==> config.mk <==
export PLATFORM = sky130hd
export DESIGN_NAME = mgmt_serial_slave
export DESIGN_NICKNAME = d
export VERILOG_FILES = /design/src/rtl/mss_pkg.sv /design/src/rtl/mss_frame_fsm.sv /design/src/rtl/mss_write_route.sv /design/src/rtl/mss_read_shift.sv /design/src/rtl/mgmt_serial_slave.sv
export SDC_FILE = /design/constraint.sdc
export NUM_CORES = 1
export LEC_CHECK = 0
export CORE_MARGIN = 10
export CORE_UTILIZATION = 55
export CTS_BUF_LIST = sky130_fd_sc_hd__clkbuf_4 sky130_fd_sc_hd__clkbuf_8
export CTS_CLUSTER_SIZE = 24
export DETAILED_ROUTE_END_ITERATION = 10
export MAX_ROUTING_LAYER = met4
export PLACE_DENSITY = 0.84
export SLEW_MARGIN = 10
export SYNTH_ARGS = -nofsm -noshare
export SYNTH_HDL_FRONTEND = slang
export SYNTH_SLANG_ARGS = --single-unit
==> constraint.sdc <==
create_clock -name clk -period 3.4 [get_ports clk]
set_clock_uncertainty 0.15 [all_clocks]
set_input_delay 0.68 -clock clk [delete_from_list [all_inputs] [get_ports clk]]
set_output_delay 0.68 -clock clk [all_outputs]
set_load 0.05 [all_outputs]
==> src/rtl/mss_pkg.sv <==
`timescale 1ns/1ps
package mss_pkg;

    typedef enum logic [3:0] {
        ST_HUNT, ST_IDLE, ST_START, ST_OP, ST_DEV,
        ST_REG, ST_TURN, ST_DATA, ST_GAP
    } mss_state_t;

    localparam logic [1:0] OP_READ  = 2'b10;
    localparam logic [1:0] OP_WRITE = 2'b01;

    localparam int STATUS_REG = 1;
    localparam int STATUS_BIT = 6;
    localparam int MIRROR_REG = 23;
    localparam int MIRROR_BIT = 15;

    function automatic logic op_is_valid(input logic [1:0] op);
        return (op == OP_READ) || (op == OP_WRITE);
    endfunction

endpackage

==> src/rtl/mss_frame_fsm.sv <==
`timescale 1ns/1ps
module mss_frame_fsm
    import mss_pkg::*;
#(
    parameter int DATA_W   = 16,
    parameter int ADDR_W   = 5,
    parameter int SYNC_LEN = 32
) (
    input  logic              clk,
    input  logic              rst,
    input  logic              line_i,
    input  logic [ADDR_W-1:0] addr_a_i,
    input  logic [ADDR_W-1:0] addr_b_i,
    output logic              rd_req_o,
    output logic              wr_req_o,
    output logic              hit_a_o,
    output logic              hit_b_o,
    output logic [ADDR_W-1:0] reg_addr_o,
    output logic [DATA_W-1:0] wdata_o
);
    localparam int MAXLEN = (SYNC_LEN > DATA_W) ? SYNC_LEN : DATA_W;
    localparam int CW     = $clog2(MAXLEN) + 1;
    localparam logic [CW-1:0] SYNC_LAST = CW'(SYNC_LEN - 1);
    localparam logic [CW-1:0] ADDR_LAST = CW'(ADDR_W - 1);
    localparam logic [CW-1:0] DATA_LAST = CW'(DATA_W - 1);

    mss_state_t        state;
    logic [CW-1:0]     cnt;
    logic [DATA_W-1:0] sr;
    logic              op_rd;
    logic              ta_first;
    logic [DATA_W-1:0] sr_next;

    assign sr_next = {sr[DATA_W-2:0], line_i};

    always_ff @(posedge clk) begin
        if (rst) begin
            state      <= ST_HUNT;
            cnt        <= '0;
            sr         <= '0;
            op_rd      <= 1'b0;
            ta_first   <= 1'b0;
            rd_req_o   <= 1'b0;
            wr_req_o   <= 1'b0;
            hit_a_o    <= 1'b0;
            hit_b_o    <= 1'b0;
            reg_addr_o <= '0;
            wdata_o    <= '0;
        end else begin
            rd_req_o <= 1'b0;
            wr_req_o <= 1'b0;
            case (state)
                ST_HUNT: begin
                    if (!line_i) begin
                        cnt <= '0;
                    end else if (cnt == SYNC_LAST) begin
                        cnt   <= '0;
                        state <= ST_IDLE;
                    end else begin
                        cnt <= cnt + 1'b1;
                    end
                end
                ST_IDLE: begin
                    if (!line_i) state <= ST_START;
                end
                ST_START: begin
                    cnt   <= '0;
                    state <= line_i ? ST_OP : ST_HUNT;
                end
                ST_OP: begin
                    sr <= sr_next;
                    if (cnt == '0) begin
                        cnt <= 1'b1;
                    end else begin
                        cnt <= '0;
                        if (op_is_valid(sr_next[1:0])) begin
                            op_rd <= (sr_next[1:0] == OP_READ);
                            state <= ST_DEV;
                        end else begin
                            state <= ST_HUNT;
                        end
                    end
                end
                ST_DEV: begin
                    sr <= sr_next;
                    if (cnt == ADDR_LAST) begin
                        cnt     <= '0;
                        hit_a_o <= (sr_next[ADDR_W-1:0] == addr_a_i);
                        hit_b_o <= (sr_next[ADDR_W-1:0] == addr_b_i);
                        state   <= ST_REG;
                    end else begin
                        cnt <= cnt + 1'b1;
                    end
                end
                ST_REG: begin
                    sr <= sr_next;
                    if (cnt == ADDR_LAST) begin
                        cnt        <= '0;
                        reg_addr_o <= sr_next[ADDR_W-1:0];
                        rd_req_o   <= op_rd && (hit_a_o || hit_b_o);
                        state      <= ST_TURN;
                    end else begin
                        cnt <= cnt + 1'b1;
                    end
                end
                ST_TURN: begin
                    if (cnt == '0) begin
                        ta_first <= line_i;
                        cnt      <= 1'b1;
                    end else begin
                        cnt <= '0;
                        if (!op_rd && !(ta_first && !line_i)) state <= ST_HUNT;
                        else                                   state <= ST_DATA;
                    end
                end
                ST_DATA: begin
                    sr <= sr_next;
                    if (cnt == DATA_LAST) begin
                        cnt      <= '0;
                        wdata_o  <= sr_next;
                        wr_req_o <= !op_rd && (hit_a_o || hit_b_o);
                        state    <= ST_GAP;
                    end else begin
                        cnt <= cnt + 1'b1;
                    end
                end
                ST_GAP: begin
                    cnt   <= '0;
                    state <= line_i ? ST_IDLE : ST_HUNT;
                end
                default: begin
                    cnt   <= '0;
                    state <= ST_HUNT;
                end
            endcase
        end
    end

endmodule

==> src/rtl/mss_write_route.sv <==
`timescale 1ns/1ps
module mss_write_route
    import mss_pkg::*;
#(
    parameter int DATA_W = 16,
    parameter int ADDR_W = 5
) (
    input  logic              clk,
    input  logic              rst,
    input  logic              wr_req_i,
    input  logic              rd_req_i,
    input  logic              hit_a_i,
    input  logic              hit_b_i,
    input  logic [ADDR_W-1:0] reg_addr_i,
    input  logic [DATA_W-1:0] wdata_i,
    output logic              wr_a_o,
    output logic              wr_b_o,
    output logic              rd_a_o,
    output logic              rd_b_o,
    output logic              sel_b_o
);
    localparam logic [ADDR_W-1:0] MIRROR_ADDR = ADDR_W'(MIRROR_REG);

    logic mirror_q;

    assign sel_b_o = hit_b_i && !hit_a_i;
    assign wr_a_o  = wr_req_i && hit_a_i;
    assign wr_b_o  = wr_req_i && (sel_b_o || (hit_a_i && mirror_q));
    assign rd_a_o  = rd_req_i && hit_a_i;
    assign rd_b_o  = rd_req_i && sel_b_o;

    always_ff @(posedge clk) begin
        if (rst) begin
            mirror_q <= 1'b0;
        end else if (wr_a_o && (reg_addr_i == MIRROR_ADDR)) begin
            mirror_q <= wdata_i[MIRROR_BIT];
        end
    end

endmodule

==> src/rtl/mss_read_shift.sv <==
`timescale 1ns/1ps
module mss_read_shift
    import mss_pkg::*;
#(
    parameter int DATA_W = 16,
    parameter int ADDR_W = 5
) (
    input  logic              clk,
    input  logic              rst,
    input  logic              load_i,
    input  logic              sel_b_i,
    input  logic [ADDR_W-1:0] reg_addr_i,
    input  logic [DATA_W-1:0] rdata_a_i,
    input  logic [DATA_W-1:0] rdata_b_i,
    output logic              sd_o,
    output logic              sd_oe
);
    localparam int CW = $clog2(DATA_W + 1);
    localparam logic [CW-1:0]     FULL        = CW'(DATA_W);
    localparam logic [ADDR_W-1:0] STATUS_ADDR = ADDR_W'(STATUS_REG);

    logic [DATA_W-1:0] fetched;
    logic [DATA_W-1:0] sh;
    logic [CW-1:0]     left;

    always_comb begin
        fetched = sel_b_i ? rdata_b_i : rdata_a_i;
        if (reg_addr_i == STATUS_ADDR) fetched[STATUS_BIT] = 1'b1;
    end

    always_ff @(posedge clk) begin
        if (rst) begin
            sd_o  <= 1'b0;
            sd_oe <= 1'b0;
            sh    <= '0;
            left  <= '0;
        end else if (load_i) begin
            sd_oe <= 1'b1;
            sd_o  <= 1'b0;
            sh    <= fetched;
            left  <= FULL;
        end else if (left != '0) begin
            sd_o <= sh[DATA_W-1];
            sh   <= {sh[DATA_W-2:0], 1'b0};
            left <= left - 1'b1;
        end else begin
            sd_oe <= 1'b0;
            sd_o  <= 1'b0;
        end
    end

endmodule

==> src/rtl/mgmt_serial_slave.sv <==
`timescale 1ns/1ps
module mgmt_serial_slave
    import mss_pkg::*;
#(
    parameter int DATA_W   = 16,
    parameter int ADDR_W   = 5,
    parameter int SYNC_LEN = 32
) (
    input  logic              clk,
    input  logic              rst,
    input  logic              sd_i,
    output logic              sd_o,
    output logic              sd_oe,
    input  logic [ADDR_W-1:0] addr_a_i,
    input  logic [ADDR_W-1:0] addr_b_i,
    output logic [ADDR_W-1:0] rf_addr_o,
    output logic [DATA_W-1:0] rf_wdata_o,
    output logic              rf_wr_a_o,
    output logic              rf_wr_b_o,
    output logic              rf_rd_a_o,
    output logic              rf_rd_b_o,
    input  logic [DATA_W-1:0] rf_rdata_a_i,
    input  logic [DATA_W-1:0] rf_rdata_b_i
);
    logic rd_req, wr_req, hit_a, hit_b, sel_b;

    mss_frame_fsm #(.DATA_W(DATA_W), .ADDR_W(ADDR_W), .SYNC_LEN(SYNC_LEN)) u_fsm (
        .clk        (clk),
        .rst        (rst),
        .line_i     (sd_i),
        .addr_a_i   (addr_a_i),
        .addr_b_i   (addr_b_i),
        .rd_req_o   (rd_req),
        .wr_req_o   (wr_req),
        .hit_a_o    (hit_a),
        .hit_b_o    (hit_b),
        .reg_addr_o (rf_addr_o),
        .wdata_o    (rf_wdata_o)
    );

    mss_write_route #(.DATA_W(DATA_W), .ADDR_W(ADDR_W)) u_route (
        .clk        (clk),
        .rst        (rst),
        .wr_req_i   (wr_req),
        .rd_req_i   (rd_req),
        .hit_a_i    (hit_a),
        .hit_b_i    (hit_b),
        .reg_addr_i (rf_addr_o),
        .wdata_i    (rf_wdata_o),
        .wr_a_o     (rf_wr_a_o),
        .wr_b_o     (rf_wr_b_o),
        .rd_a_o     (rf_rd_a_o),
        .rd_b_o     (rf_rd_b_o),
        .sel_b_o    (sel_b)
    );

    mss_read_shift #(.DATA_W(DATA_W), .ADDR_W(ADDR_W)) u_rd (
        .clk        (clk),
        .rst        (rst),
        .load_i     (rd_req),
        .sel_b_i    (sel_b),
        .reg_addr_i (rf_addr_o),
        .rdata_a_i  (rf_rdata_a_i),
        .rdata_b_i  (rf_rdata_b_i),
        .sd_o       (sd_o),
        .sd_oe      (sd_oe)
    );

endmodule

==> Word level (Yosys, flattened, before mapping) <==
Cells that the tools add are included.
{ "word_totals": {"mem_bits_ro": 0, "ramBits": 0, "latchBits": 0, "word_cells": 113, "mem_count": 0, "register_bits": 76, "out_inout_bits": 27} }
{ "classes": {"bitwise_logic": 6, "magnitude_cmp": 0, "shift": 0, "reduce_logical": 35, "n_eq_ne": 26, "addsub": 2, "n_mul": 0, "mux": 27, "div_mod_pow": 0} }
{ "op_table": {"columns": ["op", "count"], "rows": [
  ["$mux 16", 3],
  ["$pmux 4 s9", 1],
  ["$mux 4", 8],
  ["$pmux 6 s5", 1],
  ["$mux 6", 4],
  ["$eq 4x3->1 const B", 4],
  ["$logic_and 1x1->1", 11],
  ["$eq 5x5->1", 2],
  ["$mux 5", 2],
  ["$ne 2x2->1 const B", 5],
  ["$reduce_or 3->1", 3],
  ["$eq 4x2->1 const B", 2],
  ["$ne 2x1->1 const B", 4],
  ["$reduce_and 2->1", 4],
  ["$reduce_and 8->1", 1],
  ["$add 6x1->6 const B", 1],
  ["$eq 6x3->1 const B", 1],
  ["$eq 6x4->1 const B", 1],
  ["$eq 6x5->1 const B", 1],
  ["$logic_not 6->1", 1],
  ["$mux 3", 2],
  ["$not 1->1", 6],
  ["$reduce_or 2->1", 3],
  ["$eq 5x1->1 const B", 1],
  ["15 further kinds", 24]
]} }

==> Depth between registers and ports, before layout <==
{ "logic_depth": {"ltp_word": 7, "mapped_depth": 9} }

==> Cells and area by module <==
From an unflattened synthesis, not the netlist that was laid out.
{ "hier_totals": {"hier_cells": 436, "area_unflattened_um2": 3724.8} }
{ "by_module_without_submodules": {"columns": ["mod", "seq_area_each_um2", "n_inst", "area_each_um2", "cells_each"], "rows": [
  ["mss_frame_fsm", 1041.0, 1, 2448.6, 286],
  ["mss_read_shift", 460.4, 1, 1151.1, 137],
  ["mss_write_route", 20.0, 1, 125.1, 13]
]} }

==> Worst setup path after synthesis <==
Ideal clock, no wire load.
{ "synth_path": {"path_type": "reg-to-output", "from": "register u_fsm.hit_a_o", "to": "output rf_wr_b_o", "stages_incl_launch_ff": 5, "t_arrival_ns": 2.096, "required_time_ns": 2.570, "slack_ns": 0.474, "cell_sequence": "dfxtp_1 -> nand2b_1 -> buf_2 -> buf_1 -> a21boi_0"} }
{ "synth_between": {"elab_chain_len": 4, "elab_cells_between_ends": 5, "cone_classes": "reduce/logical (5)"} }
{ "synth_rtl": {"columns": ["element", "line_no", "source"], "rows": [
  ["from (decl)", "mss_frame_fsm.sv:16", "output logic hit_a_o,"],
  ["from (signal assigned)", "mss_frame_fsm.sv:88", "hit_a_o <= (sr_next[ADDR_W-1:0] == addr_a_i);"],
  ["$logic_not 1->1", "mss_write_route.sv:26", "assign sel_b_o = hit_b_i && !hit_a_i;"],
  ["$logic_and 1x1->1", "mss_write_route.sv:26", null],
  ["$logic_or 1x1->1 (*)", "mss_write_route.sv:28", "assign wr_b_o = wr_req_i && (sel_b_o || (hit_a_i && mirror_q));"],
  ["$logic_and 1x1->1 (*)", "mss_write_route.sv:28", null],
  ["to (decl)", "mgmt_serial_slave.sv:19", "output logic rf_wr_b_o,"]
]} }
Every way passes the cells marked *; elsewhere a longest branch is shown, timed or not.

==> Final worst setup path <==
{ "layout_path": {"from": "register u_fsm.hit_a_o", "to": "output rf_wr_a_o"} }
{ "layout_between": {"elab_chain_len": 1} }
{ "layout_rtl": {"columns": ["element", "line_no", "source"], "rows": [
  ["$logic_and 1x1->1", "mss_write_route.sv:27", "assign wr_a_o = wr_req_i && hit_a_i;"],
  ["to (decl)", "mgmt_serial_slave.sv:18", "output logic rf_wr_a_o,"]
]} }
No other way between the ends.

==> results.py <==
metrics = {
    "layout": {
        "num_antenna_cells": 0,
        "final_cells": 559,
        "fin_nets": 526,
        "drive_above_1_share": 0.07676,
        "utilization": 0.7127,
        "nFillCells": 490,
        "area_growth_syn_to_layout_pct": 24.33,
    },
    "floorplan": {
        "coreArea_um2": 6459,
        "io_pins": 72,
        "die_area_um2": 10410,
        "initial_utilization": 0.5732,
        "placementRows": 29,
        "die_w_um": 102.0,
        "fp.dieH_um": 102.0,
    },
    "setup_path": {
        "slowest_delay_ns": 0.83,
        "crit_path_top_delay_cell": "clkdlybuf4s50_1",
        "end_kind": "output port",
        "worst-setup-path-type": "register to output port",
        "crit_family": "buffers and inverters",
        "cp.arrival_ns": 1.78,
        "cp_max_fo": 6,
        "timing.rr.end": "u_fsm.wr_req_o",
        "r2r_start": "u_fsm.cnt[2]",
        "cp_cell_sequence": "and2_1, clkdlybuf4s50_1",
        "crit_buf_inv": 1,
        "ff2ff_setup_slack_ns": 1.10,
        "reg2regPathDepth": 4,
        "cp.required_ns": 2.57,
        "worstSetupStartpointType": "register",
    },
    "route": {
        "vias_per_cell": 5.626,
        "detail_route.wl_per_cell_um": 16.02,
        "detail_route.first_pass.iterations": 4,
        "drtAntennaViolNets": 0,
        "route.detailed.drc": 0,
        "drtIter0Drc": 186,
        "vias": 3145,
        "wirelength_um": 8953,
    },
    "worst_hold_path": {
        "hp-class": "register to register",
        "holdPathStages": 2,
        "whs_endpoint": "u_fsm.wdata_o[12]",
        "worst_hold_startpoint": "u_fsm.wdata_o[12]",
    },
    "timing": {
        "timing.final.ws_setup_ns": 0.7887,
        "tns_ns": 0,
        "rsz0062_at_grt": "no",
        "post-route-min-period_ns": 2.611,
        "slew_violations": 0,
        "max_freq_mhz": 383.0,
        "fin_crit_sh": 0.7680,
        "max_slew_margin": 0.3818,
        "worst_slew_pin_slew_ns": 0.9203,
        "finalSetupViolations": 0,
        "hold_viol": 0,
    },
    "synthesis": {
        "ys_seq_area_frac": 0.4109,
        "synth.most_common_cell": "dfxtp_1",
        "synth_warnings": 0,
        "synth_top_area_frac": 0.4109,
        "synth_area_leaders": "dfxtp_1, mux2i_1, a211oi_1",
        "ys_async_sr_fraction": 0,
        "ys_types": 55,
        "synth_area_um2": 3702,
        "synth_area_per_cell_um2": 8.794,
        "synthCells": 421,
        "synth-main-ff-cell": "dfxtp_1",
        "syn_nets": 470,
        "ys_seq_elements": 76,
        "synth_common_cells": "dfxtp_1, nand2_1, nor2_1, mux2i_1, a211oi_1",
        "synth_area_leader_cell": "dfxtp_1",
        "synth_edf_count": 0,
    },
    "grt": {
        "grt-ovfl-total": 0,
        "grt_pass1_wl_um": 14610,
        "grt_antenna_before_repair": 0,
        "grt_usage": 0.1786,
        "grt_max_degree": 39,
        "grt_pass1_vias": 3035,
    },
    "clocking": {
        "cts_resized": 0,
        "cts_tree": "built",
        "cts_hold_buf": 0,
        "clockRootBuffer": "clkbuf_8",
        "clk_pin_slew_ns": 0.08,
        "cts_setup_buffers": 0,
        "clock_latency_ns": 0.35,
        "clockBufferDepth": 2,
        "cts_htree_levels": 3,
        "cts_num_sinks": 76,
        "numCtsBuffers": 9,
    },
    "run": {
        "maxCapViolCount": 0,
    },
    "placed_design": {
        "gp_congestion": 0.8878,
        "place_ws_ns": 0.8254,
        "hpwl_um": 6311,
        "placedCellCount": 543,
        "place.port_buffers": 71,
    },
    "pwr": {
        "ir_drop_mv": 0.5200,
        "p_per_area_nw_per_um2": 497.0,
        "power_mw": 2.288,
        "p_leak_nw": 1.722,
    },
    "status": {
        "outcome": "completed",
    },
}
worst max-delay path by stage:
stage | start | slack, ns | cells past startpoint | end
2_1_floorplan | u_fsm.hit_a_o | 0.47 | 4 | rf_wr_b_o
3_3_place_gp | sd_i | 0.91 | 8 | u_fsm.state[2]
3_5_place_dp | sd_i | 0.83 | 7 | u_fsm.state[0]
4_1_cts | u_fsm.hit_a_o | 0.78 | 2 | rf_wr_a_o
5_1_grt | u_fsm.hit_a_o | 0.71 | 2 | rf_wr_a_o
6_report | u_fsm.hit_a_o | 0.79 | 2 | rf_wr_a_o
logic make-up after synthesis:
group / count (synthesis) / share of synthesized area
muxes: 38 / 0.1031
buffers and inverters: 42 / 0.05306
xor gates and xnor gates: 14 / 0.03312
adders and majority gates: 4 / 0.01352
AOI/OAI and AO/OA: 81 / 0.1433
DFF: 76 / 0.4109
and+or+nand+nor: 166 / 0.2430
final cells by class:
cell class,instances,area [um2],area share
multi-input combinational,303,1984,0.4311
sequential,76,1521,0.3305
timing repair buffer,79,760.7,0.1653
clock buffer,10,137.6,0.02990
tap,77,96.34,0.02093
clock inverter,6,72.57,0.01577
inverter,8,30.03,0.006524
registers in the layout (all words and copies together), names as in the netlist:
register and cells:
u_rd.left 5, u_fsm.wr_req_o 1, u_fsm.wdata_o 16, u_fsm.hit_b_o 1, u_fsm.cnt 6, u_fsm.reg_addr_o 5
u_route.mirror_q 1, u_fsm.op_rd 1, u_fsm.hit_a_o 1, u_fsm.ta_first 1, u_rd.sh 16, u_rd.sd_o 1
u_fsm.state 4, u_fsm.rd_req_o 1, u_rd.sd_oe 1, u_fsm.sr 15
report_power, final:
part	internal, mW	leakage, nW	switching [mW]	total, mW
combinational	0.238	1.01	0.341	0.579
clock	0.365	0.103	0.343	0.708
sequential	0.932	0.613	0.0680	1.00
total	1.54	1.72	0.752	2.29
layer usage:
layer  up-vias  wire, um  global-route usage
met5         -         0                   -
met2        95      3931              0.2647
met1      1445      4204              0.2254
li1       1593         -                   -
met4         0       131             0.06941
met3        12       686             0.04993
placed cells by master, fill, tap and decap left out, types with 3 or more instances in the layout:
cell type	netlist	layout
dfxtp_1	76	76
clkdlybuf4s50_1	0	68
nand2_1	43	43
nor2_1	39	39
mux2i_1	37	37
a211oi_1	29	29
a21oi_1	28	28
nor2b_1	20	20
nor3_1	10	10
clkbuf_8	0	10
buf_4	2	10
xnor2_1	9	9
inv_1	8	8
nand3_1	8	8
nand2b_1	7	7
nor4_1	7	7
o21ai_0	6	6
and2_1	5	5
xor2_1	5	5
ha_1	4	4
or3_1	3	3
nand4b_1	3	3
a22oi_1	3	3
clkinv_4	0	3
per-stage QoR:
step           instance area (um2)  hold WS [ns]
6_report                      4603        0.3086
5_1_grt                       4603        0.3327
4_1_cts                       4603        0.3072
3_5_place_dp                  4393        0.2992
3_3_place_gp                  4393        0.2919
2_1_floorplan                 3702        0.2813
worst min-delay path, stage by stage (launching register included):
cell and delay, ns:
dfxtp_1 0.31, nand2_1 0.05, a21oi_1 0.05
Note: power is estimated with default switching activity, not from simulation.
